<file path="config.mk">
export PLATFORM = sky130hd
export DESIGN_NAME = cof_trace_buffer
export DESIGN_NICKNAME = d
export VERILOG_FILES = /design/src/rtl/cof_trace_pkg.sv /design/src/rtl/cof_event_filter.sv /design/src/rtl/cof_pend_queue.sv /design/src/rtl/cof_trace_store.sv /design/src/rtl/cof_trace_buffer.sv
export SDC_FILE = /design/constraint.sdc
export NUM_CORES = 2
export LEC_CHECK = 0
export ABC_AREA = 1
export ABC_CLOCK_PERIOD_IN_PS = 4000
export BUFFER_PORTS_ARGS = -buffer_cell sky130_fd_sc_hd__buf_2
export CELL_PAD_IN_SITES_DETAIL_PLACEMENT = 0
export CELL_PAD_IN_SITES_GLOBAL_PLACEMENT = 1
export CORE_MARGIN = 3
export CORE_UTILIZATION = 50
export CTS_CLUSTER_SIZE = 24
export DETAILED_ROUTE_END_ITERATION = 10
export GPL_TIMING_DRIVEN = 0
export PLACE_DENSITY = 0.81
export REMOVE_ABC_BUFFERS = 1
export SETUP_SLACK_MARGIN = 0.4
export SLEW_MARGIN = 20
export SYNTH_ARGS = -nofsm -noshare
export SYNTH_HDL_FRONTEND = slang
export SYNTH_SLANG_ARGS = --single-unit
</file>
<file path="constraint.sdc">
create_clock -name clk -period 4 [get_ports clk]
set_input_delay 0.8 -clock clk [delete_from_list [all_inputs] [get_ports clk]]
set_output_delay 0.8 -clock clk [all_outputs]
set_load 0.005 [all_outputs]
</file>
<file path="src/rtl/cof_trace_pkg.sv">
package cof_trace_pkg;

   localparam int ADDR_W = 23;

   typedef struct packed {
      logic [7:0]        info;
      logic [ADDR_W-1:0] addr;
   } trace_entry_t;

   localparam logic [3:0] CLS_NONE       = 4'd0;
   localparam logic [3:0] CLS_COND       = 4'd1;
   localparam logic [3:0] CLS_RETURN     = 4'd2;
   localparam logic [3:0] CLS_DIRECT     = 4'd3;
   localparam logic [3:0] CLS_INDEXED    = 4'd4;
   localparam logic [3:0] CLS_COP_JAL    = 4'd5;
   localparam logic [3:0] CLS_COP_THREAD = 4'd6;
   localparam logic [3:0] CLS_VECTOR     = 4'd7;

   localparam logic [1:0] VEC_ORDINARY = 2'd0;
   localparam logic [1:0] VEC_SOFT     = 2'd1;
   localparam logic [1:0] VEC_DEBUG    = 2'd2;

   function automatic logic [7:0] make_info(logic [3:0] cls, logic from_cop, logic is_src);
      return {cls, 2'b00, from_cop, is_src};
   endfunction

endpackage

</file>
<file path="src/rtl/cof_event_filter.sv">
module cof_event_filter
   import cof_trace_pkg::*;
#(
   parameter int AW     = 23,
   parameter bit IS_COP = 1'b0
) (
   input  logic           clk,
   input  logic           rst_n,
   input  logic           valid,
   input  logic [3:0]     cls,
   input  logic           taken,
   input  logic [AW-1:0]  src,
   input  logic [AW-1:0]  dst,
   input  logic           vec_valid,
   input  logic [1:0]     vec_kind,
   input  logic [AW-1:0]  vec_addr,
   output logic           cof_keep,
   output trace_entry_t   cof_ent,
   output logic           vec_keep,
   output trace_entry_t   vec_ent
);

   generate
      if (AW > ADDR_W) begin : g_bad_width
         $error("cof_event_filter: AW exceeds the stored address width");
      end
   endgenerate

   logic take_src;
   logic take_dst;

   generate
      if (IS_COP) begin : g_cop
         always_comb begin
            take_src = valid && (cls == CLS_COND) && taken;
            take_dst = valid && ((cls == CLS_COP_JAL) || (cls == CLS_COP_THREAD));
         end
      end else begin : g_cpu
         always_comb begin
            take_src = valid && (cls == CLS_COND) && taken;
            take_dst = valid && ((cls == CLS_RETURN) || (cls == CLS_INDEXED));
         end
      end
   endgenerate

   always_comb begin
      cof_keep     = take_src || take_dst;
      cof_ent.addr = take_src ? ADDR_W'(src) : ADDR_W'(dst);
      cof_ent.info = make_info(cls, IS_COP, take_src);
      vec_keep     = !IS_COP && vec_valid && (vec_kind == VEC_ORDINARY);
      vec_ent.addr = ADDR_W'(vec_addr);
      vec_ent.info = make_info(CLS_VECTOR, IS_COP, 1'b0);
   end

   assert_src_needs_taken_R1: assert property (@(posedge clk) disable iff (!rst_n)
      (cof_keep && cof_ent.info[0]) |-> (taken && cls == CLS_COND));

   assert_narrow_addr_R5: assert property (@(posedge clk) disable iff (!rst_n)
      (IS_COP && cof_keep) |-> (cof_ent.addr >> AW) == '0);

endmodule

</file>
<file path="src/rtl/cof_pend_queue.sv">
module cof_pend_queue
   import cof_trace_pkg::*;
#(
   parameter int PD    = 4,
   parameter int LANES = 3
) (
   input  logic                     clk,
   input  logic                     rst_n,
   input  logic                     flush,
   input  logic                     pop_en,
   input  logic [LANES-1:0]         in_vld,
   input  trace_entry_t [LANES-1:0] in_ent,
   output logic                     out_vld,
   output trace_entry_t             out_ent
);

   localparam int IW = $clog2(PD);
   localparam int CW = $clog2(PD + 1);
   localparam int SW = $clog2(PD + LANES + 1) + 1;

   generate
      if (PD < 2 || (1 << IW) != PD) begin : g_bad_depth
         $error("cof_pend_queue: PD must be a power of two, at least 2");
      end
      if (LANES < 1) begin : g_bad_lanes
         $error("cof_pend_queue: LANES must be at least 1");
      end
   endgenerate

   trace_entry_t q [PD];
   logic [IW-1:0] head;
   logic [CW-1:0] cnt;
   logic [IW-1:0] wr_idx [LANES];
   logic [SW-1:0] push_n;
   logic [SW-1:0] cnt_nx;
   logic          pop;

   always_comb begin
      push_n = '0;
      for (int i = 0; i < LANES; i++) begin
         wr_idx[i] = head + IW'(cnt) + IW'(push_n);
         push_n    = push_n + SW'(in_vld[i]);
      end
      pop    = pop_en && (cnt != '0);
      cnt_nx = SW'(cnt) + push_n - SW'(pop);
   end

   always_ff @(posedge clk) begin
      if (!rst_n || flush) begin
         head <= '0;
         cnt  <= '0;
      end else begin
         head <= head + IW'(pop);
         cnt  <= CW'(cnt_nx);
      end
   end

   always_ff @(posedge clk) begin
      for (int i = 0; i < LANES; i++) begin
         if (in_vld[i] && !flush) q[wr_idx[i]] <= in_ent[i];
      end
   end

   always_comb begin
      out_vld = (cnt != '0);
      out_ent = q[head];
   end

   assert_queue_room_R6: assert property (@(posedge clk) disable iff (!rst_n || flush)
      cnt_nx <= SW'(PD));

endmodule

</file>
<file path="src/rtl/cof_trace_store.sv">
module cof_trace_store
   import cof_trace_pkg::*;
#(
   parameter int DEPTH = 64
) (
   input  logic                     clk,
   input  logic                     rst_n,
   input  logic                     arm,
   input  logic                     wr_en,
   input  trace_entry_t             wr_ent,
   input  logic [$clog2(DEPTH)-1:0] rd_idx,
   output trace_entry_t             rd_ent,
   output logic [$clog2(DEPTH)-1:0] wr_ptr,
   output logic                     wrapped
);

   localparam int PW = $clog2(DEPTH);
   localparam logic [PW-1:0] LAST = PW'(DEPTH - 1);

   generate
      if (DEPTH < 2 || (1 << PW) != DEPTH) begin : g_bad_depth
         $error("cof_trace_store: DEPTH must be a power of two, at least 2");
      end
   endgenerate

   trace_entry_t mem [DEPTH];
   logic arm_q;
   logic restart;
   logic do_wr;

   always_comb begin
      restart = arm && !arm_q;
      do_wr   = arm && wr_en && !restart;
   end

   always_ff @(posedge clk) begin
      if (!rst_n) begin
         arm_q   <= 1'b0;
         wr_ptr  <= '0;
         wrapped <= 1'b0;
      end else begin
         arm_q <= arm;
         if (restart) begin
            wr_ptr  <= '0;
            wrapped <= 1'b0;
         end else if (do_wr) begin
            wr_ptr <= wr_ptr + 1'b1;
            if (wr_ptr == LAST) wrapped <= 1'b1;
         end
      end
   end

   always_ff @(posedge clk) begin
      if (!rst_n) begin
         for (int i = 0; i < DEPTH; i++) mem[i] <= '0;
         rd_ent <= '0;
      end else begin
         if (do_wr) mem[wr_ptr] <= wr_ent;
         rd_ent <= mem[rd_idx];
      end
   end

   assert_frozen_when_idle_R9: assert property (@(posedge clk) disable iff (!rst_n)
      !$past(arm) |-> $stable(wr_ptr));

   assert_wrap_at_zero_R8: assert property (@(posedge clk) disable iff (!rst_n)
      $rose(wrapped) |-> (wr_ptr == '0));

   assert_wrap_sticky_R8: assert property (@(posedge clk) disable iff (!rst_n)
      (wrapped && arm && arm_q) |=> wrapped);

endmodule

</file>
<file path="src/rtl/cof_trace_buffer.sv">
module cof_trace_buffer
   import cof_trace_pkg::*;
#(
   parameter int CPU_AW     = 23,
   parameter int COP_AW     = 16,
   parameter int DEPTH      = 64,
   parameter int PEND_DEPTH = 4
) (
   input  logic                     clk,
   input  logic                     rst_n,
   input  logic                     arm,
   input  logic                     cpu_valid,
   input  logic [3:0]               cpu_cls,
   input  logic                     cpu_taken,
   input  logic [CPU_AW-1:0]        cpu_src,
   input  logic [CPU_AW-1:0]        cpu_dst,
   input  logic                     cpu_vec_valid,
   input  logic [1:0]               cpu_vec_kind,
   input  logic [CPU_AW-1:0]        cpu_vec_addr,
   input  logic                     cop_valid,
   input  logic [3:0]               cop_cls,
   input  logic                     cop_taken,
   input  logic [COP_AW-1:0]        cop_src,
   input  logic [COP_AW-1:0]        cop_dst,
   input  logic [$clog2(DEPTH)-1:0] rd_idx,
   output logic [CPU_AW-1:0]        rd_addr,
   output logic [7:0]               rd_info,
   output logic [$clog2(DEPTH)-1:0] wr_ptr,
   output logic                     wrapped
);

   localparam int LANES = 3;

   generate
      if (CPU_AW != ADDR_W) begin : g_bad_cpu_aw
         $error("cof_trace_buffer: CPU_AW must equal the stored address width");
      end
      if (COP_AW > CPU_AW) begin : g_bad_cop_aw
         $error("cof_trace_buffer: COP_AW must not exceed CPU_AW");
      end
   endgenerate

   logic         cpu_keep, cpu_vkeep, cop_keep, cop_vkeep_unused;
   trace_entry_t cpu_ent, cpu_vent, cop_ent, cop_vent_unused;

   cof_event_filter #(.AW(CPU_AW), .IS_COP(1'b0)) u_cpu_filter (
      .clk(clk), .rst_n(rst_n),
      .valid(cpu_valid), .cls(cpu_cls), .taken(cpu_taken),
      .src(cpu_src), .dst(cpu_dst),
      .vec_valid(cpu_vec_valid), .vec_kind(cpu_vec_kind), .vec_addr(cpu_vec_addr),
      .cof_keep(cpu_keep), .cof_ent(cpu_ent),
      .vec_keep(cpu_vkeep), .vec_ent(cpu_vent)
   );

   cof_event_filter #(.AW(COP_AW), .IS_COP(1'b1)) u_cop_filter (
      .clk(clk), .rst_n(rst_n),
      .valid(cop_valid), .cls(cop_cls), .taken(cop_taken),
      .src(cop_src), .dst(cop_dst),
      .vec_valid(1'b0), .vec_kind(VEC_ORDINARY), .vec_addr('0),
      .cof_keep(cop_keep), .cof_ent(cop_ent),
      .vec_keep(cop_vkeep_unused), .vec_ent(cop_vent_unused)
   );

   logic [LANES-1:0]         lane_vld;
   trace_entry_t [LANES-1:0] lane_ent;
   logic                     q_vld;
   trace_entry_t             q_ent;
   trace_entry_t             rd_ent;

   always_comb begin
      lane_vld    = {cop_keep, cpu_vkeep, cpu_keep} & {LANES{arm}};
      lane_ent[0] = cpu_ent;
      lane_ent[1] = cpu_vent;
      lane_ent[2] = cop_ent;
   end

   cof_pend_queue #(.PD(PEND_DEPTH), .LANES(LANES)) u_queue (
      .clk(clk), .rst_n(rst_n),
      .flush(!arm), .pop_en(arm),
      .in_vld(lane_vld), .in_ent(lane_ent),
      .out_vld(q_vld), .out_ent(q_ent)
   );

   cof_trace_store #(.DEPTH(DEPTH)) u_store (
      .clk(clk), .rst_n(rst_n), .arm(arm),
      .wr_en(q_vld), .wr_ent(q_ent),
      .rd_idx(rd_idx), .rd_ent(rd_ent),
      .wr_ptr(wr_ptr), .wrapped(wrapped)
   );

   always_comb begin
      rd_addr = rd_ent.addr;
      rd_info = rd_ent.info;
   end

endmodule

</file>
==> results.json <==
{
  "portBuffers": 160,
  "overflow": 0,
  "worst-path-max-fanout": 71,
  "worstPathArrival_ns": 4.32,
  "hp-class": "in -> reg",
  "root_buffer": "clkbuf_16",
  "syn_area_um2": 92100,
  "power_density_nw_per_um2": 471,
  "fmax_mhz": 275,
  "ys_top_cells_by_count": "nand2_1, nor2_1, edfxtp_1, nand3_1, clkbuf_1",
  "track_usage_pct": 30.5,
  "area_delta_synth_final_pct": 13.9,
  "die_area_um2": 189000,
  "avgSynthCellArea_um2": 9.38,
  "cts_tree": "done",
  "cap_viol_max_count": 0,
  "crit_buf_inv": 7,
  "synth_top_area_share_pct": 63.2,
  "cp_data_required_time_ns": 4.69,
  "nets": 9647,
  "postLayoutCoreUtil_pct": 57.7,
  "tightest_slew_ns": 1.20,
  "crit_type": "in -> reg",
  "die_y_um": 435,
  "seq_area_frac_synth_pct": 64.8,
  "place_area_um2": 97500,
  "fin_skew_ns": 0.0302,
  "dr.pass1.iters": 8,
  "yosysWarnings": 0,
  "synth_cells": 9818,
  "drv_slew": 0,
  "grt_pass1_wl_um": 432000,
  "ys_types": 36,
  "pin_count": 163,
  "drtAntennaViolNets": 0,
  "synth-simple-area-share_pct": 29.2,
  "layout-drive-gt1-share_pct": 9.19,
  "synth_top_family_by_area": "simple AND/OR/NAND/NOR gates",
  "core-area_um2": 182000,
  "vias": 70700,
  "fp.dieW_um": 435,
  "cp_slowest_cell": "a21oi_1",
  "drc_errors": 0,
  "synthAdderAreaFrac_pct": 0.152,
  "ys.flop_type": "edfxtp_1",
  "critPathMostFrequentCell": "buf_16",
  "routed_wirelength_um": 298000,
  "clkTransAtPathRegs_ns": 0.06,
  "ys_ff_latch": 2014,
  "cts_buffer_depth": 3,
  "place.gp.congestion": 0.881,
  "min_period_ns": 3.63,
  "grt_max_degree": 126,
  "synthXorXnorAreaFrac_pct": 0.0666,
  "setup_violations": 0,
  "drt-initial-drc-count": 8704,
  "relSlewSlack_pct": 19.4,
  "hpwl_um": 179000,
  "htree_levels": 4,
  "finalCritPeriodShare_pct": 90.8,
  "synth-edff-count": 1940,
  "vias_per_cell": 5.82,
  "crit_path_cell_trace": "buf_16 > buf_16 > clkinv_16 > buf_16 > buf_16 > buf_16 > buf_16 > nand3_1 > nand3_1 > nand2_1 > nand2_1 > nand3_1 > nand3_1 > a21oi_1",
  "cpPeakStageDelay_ns": 0.52,
  "wl_per_cell_um": 24.5,
  "grt_pass1_vias": 66100,
  "synth-async-reset-ratio_pct": 0,
  "row_count": 156,
  "leakagePower_nw": 42.0,
  "synth_compound_area_share_pct": 1.35,
  "cts_buffers": 210,
  "status": "completed",
  "netlist_top_cells_area": "edfxtp_1, nand2_1, nand3_1, nor2_1, clkbuf_1",
  "yosysMostFrequentCell": "nand2_1",
  "start_kind": "primary input",
  "clk_latency_ns": 0.86,
  "yosysTopAreaCell": "edfxtp_1",
  "start_util_pct": 50.6,
  "finalHoldViolCount": 0,
  "max-vdd-ir-drop_v": 0.000372,
  "rsz0062_at_grt": "true",
  "end_kind": "register",
  "design_area_um2": 105000,
  "cp_top_family": "buffers and inverters",
  "numClockSinks": 2014,
  "muxShareOfSynthArea_pct": 0,
  "antenna_found_initial": 8
}
worst min-delay path: cells and delay by family:
family | cells | cell delay [ns]
buf+inv | 1 | 0.11
simple gates | 2 | 0.15
power by group:
part           internal (mW)  switching (mW)
Sequential              24.1           0.283
Clock                   10.6            8.23
Combinational           1.79            4.43
metrics by stage:
stage | instances | hold slack [ns] | TNS [ns] | total power [mW] | worst slack (ns)
6_report | 12100 | 0.345 | 0 | 49.4 | 0.366
3_3_place_gp | 11600 | 0.429 | - | 30.0 | -72.71
4_1_cts | 12100 | 0.298 | 0 | 49.4 | 0.270
5_1_grt | 12100 | 0.327 | 0 | 50.8 | 0.267
3_5_place_dp | 11700 | 0.439 | -603.44 | 30.8 | -1.45
2_1_floorplan | 8946 | 0.414 | -446.93 | 27.5 | -5.35
repair_timing:
| item | in CTS | in global routing |
|---|---|---|
| gates resized for setup | 49 | 55 |
| cloned | 3 | 4 |
| setup endpoints to repair | 1059 | 999 |
| setup buffers | 11 | 8 |
| pin swaps | 6 | 3 |
| hold buffers | 0 | 0 |
| hold endpoints to repair | 0 | 0 |
path summary, 6_finish.rpt:
| path | from | endpoint | slack, ns | cells past startpoint |
|---|---|---|---|---|
| hold / removal | cpu_cls[0] | u_queue.q[3][25] | 0.34 | 3 |
| setup reg to reg | u_store.wr_ptr[3] | u_store.mem[10][15] | 0.40 | 5 |
| setup / recovery | rd_idx[1] | u_store.rd_ent[30] | 0.37 | 14 |
| hold reg to reg | u_queue.q[2][24] | u_queue.q[2][24] | 0.46 | 2 |
sequential cells by signal, indices dropped and copies added (netlist names):
register         count
u_store.mem       1856
u_queue.q          116
u_store.rd_ent      29
u_store.wr_ptr       6
u_queue.cnt          3
u_queue.head         2
u_store.arm_q        1
u_store.wrapped      1
logic make-up (layout without fill, tap and decap cells):
| group | after synthesis | after routing |
|---|---|---|
| fa+ha+maj | 10 | 10 |
| other cells | 1 | 5 |
| simple gates | 6548 | 6549 |
| xor+xnor | 7 | 7 |
| buf+inv | 1012 | 889 |
| flops | 2014 | 2014 |
| compound gates | 226 | 226 |
per-layer routing:
metal / GRT usage (%) / up-vias / routed length [um] / part of all wire, %
li1: - / 32200 / - / -
met1: 40.0 / 34200 / 112000 / 38
met2: 48.3 / 3672 / 140000 / 47
met3: 5.52 / 630 / 27800 / 9.3
met4: 17.0 / 10 / 18300 / 6.2
met5: 0 / - / 69 / 0.023
final cells by class:
| type | count | area (um2) |
|---|---|---|
| multi-input combinational | 6794 | 29600 |
| inverter | 139 | 587 |
| fill | 15500 | 77000 |
| tap | 2449 | 3060 |
| antenna | 3 | 7.51 |
| timing repair buffer | 353 | 5410 |
| clock buffer | 280 | 5600 |
| clock inverter | 117 | 945 |
| sequential | 2014 | 59700 |
placed cells by master, fill, tap and decap left out, drive strengths merged:
master,instances
a32o,21
or2,17
nor3,16
nand3,1682
o22ai,2
clkbuf,284
diode,3
bufinv,13
inv,141
clkinv,97
nor3b,1
o21ai,116
nand2,2852
nand3b,7
conb,2
bufbuf,2
ha,8
a21oi,86
dfxtp,74
clkinvlp,5
nand4,3
buf,347
nor4,5
xor2,4
nor2,1966
xnor2,3
a211oi,1
fa,2
edfxtp,1940
No activity file was read; power rests on OpenSTA's default activity.
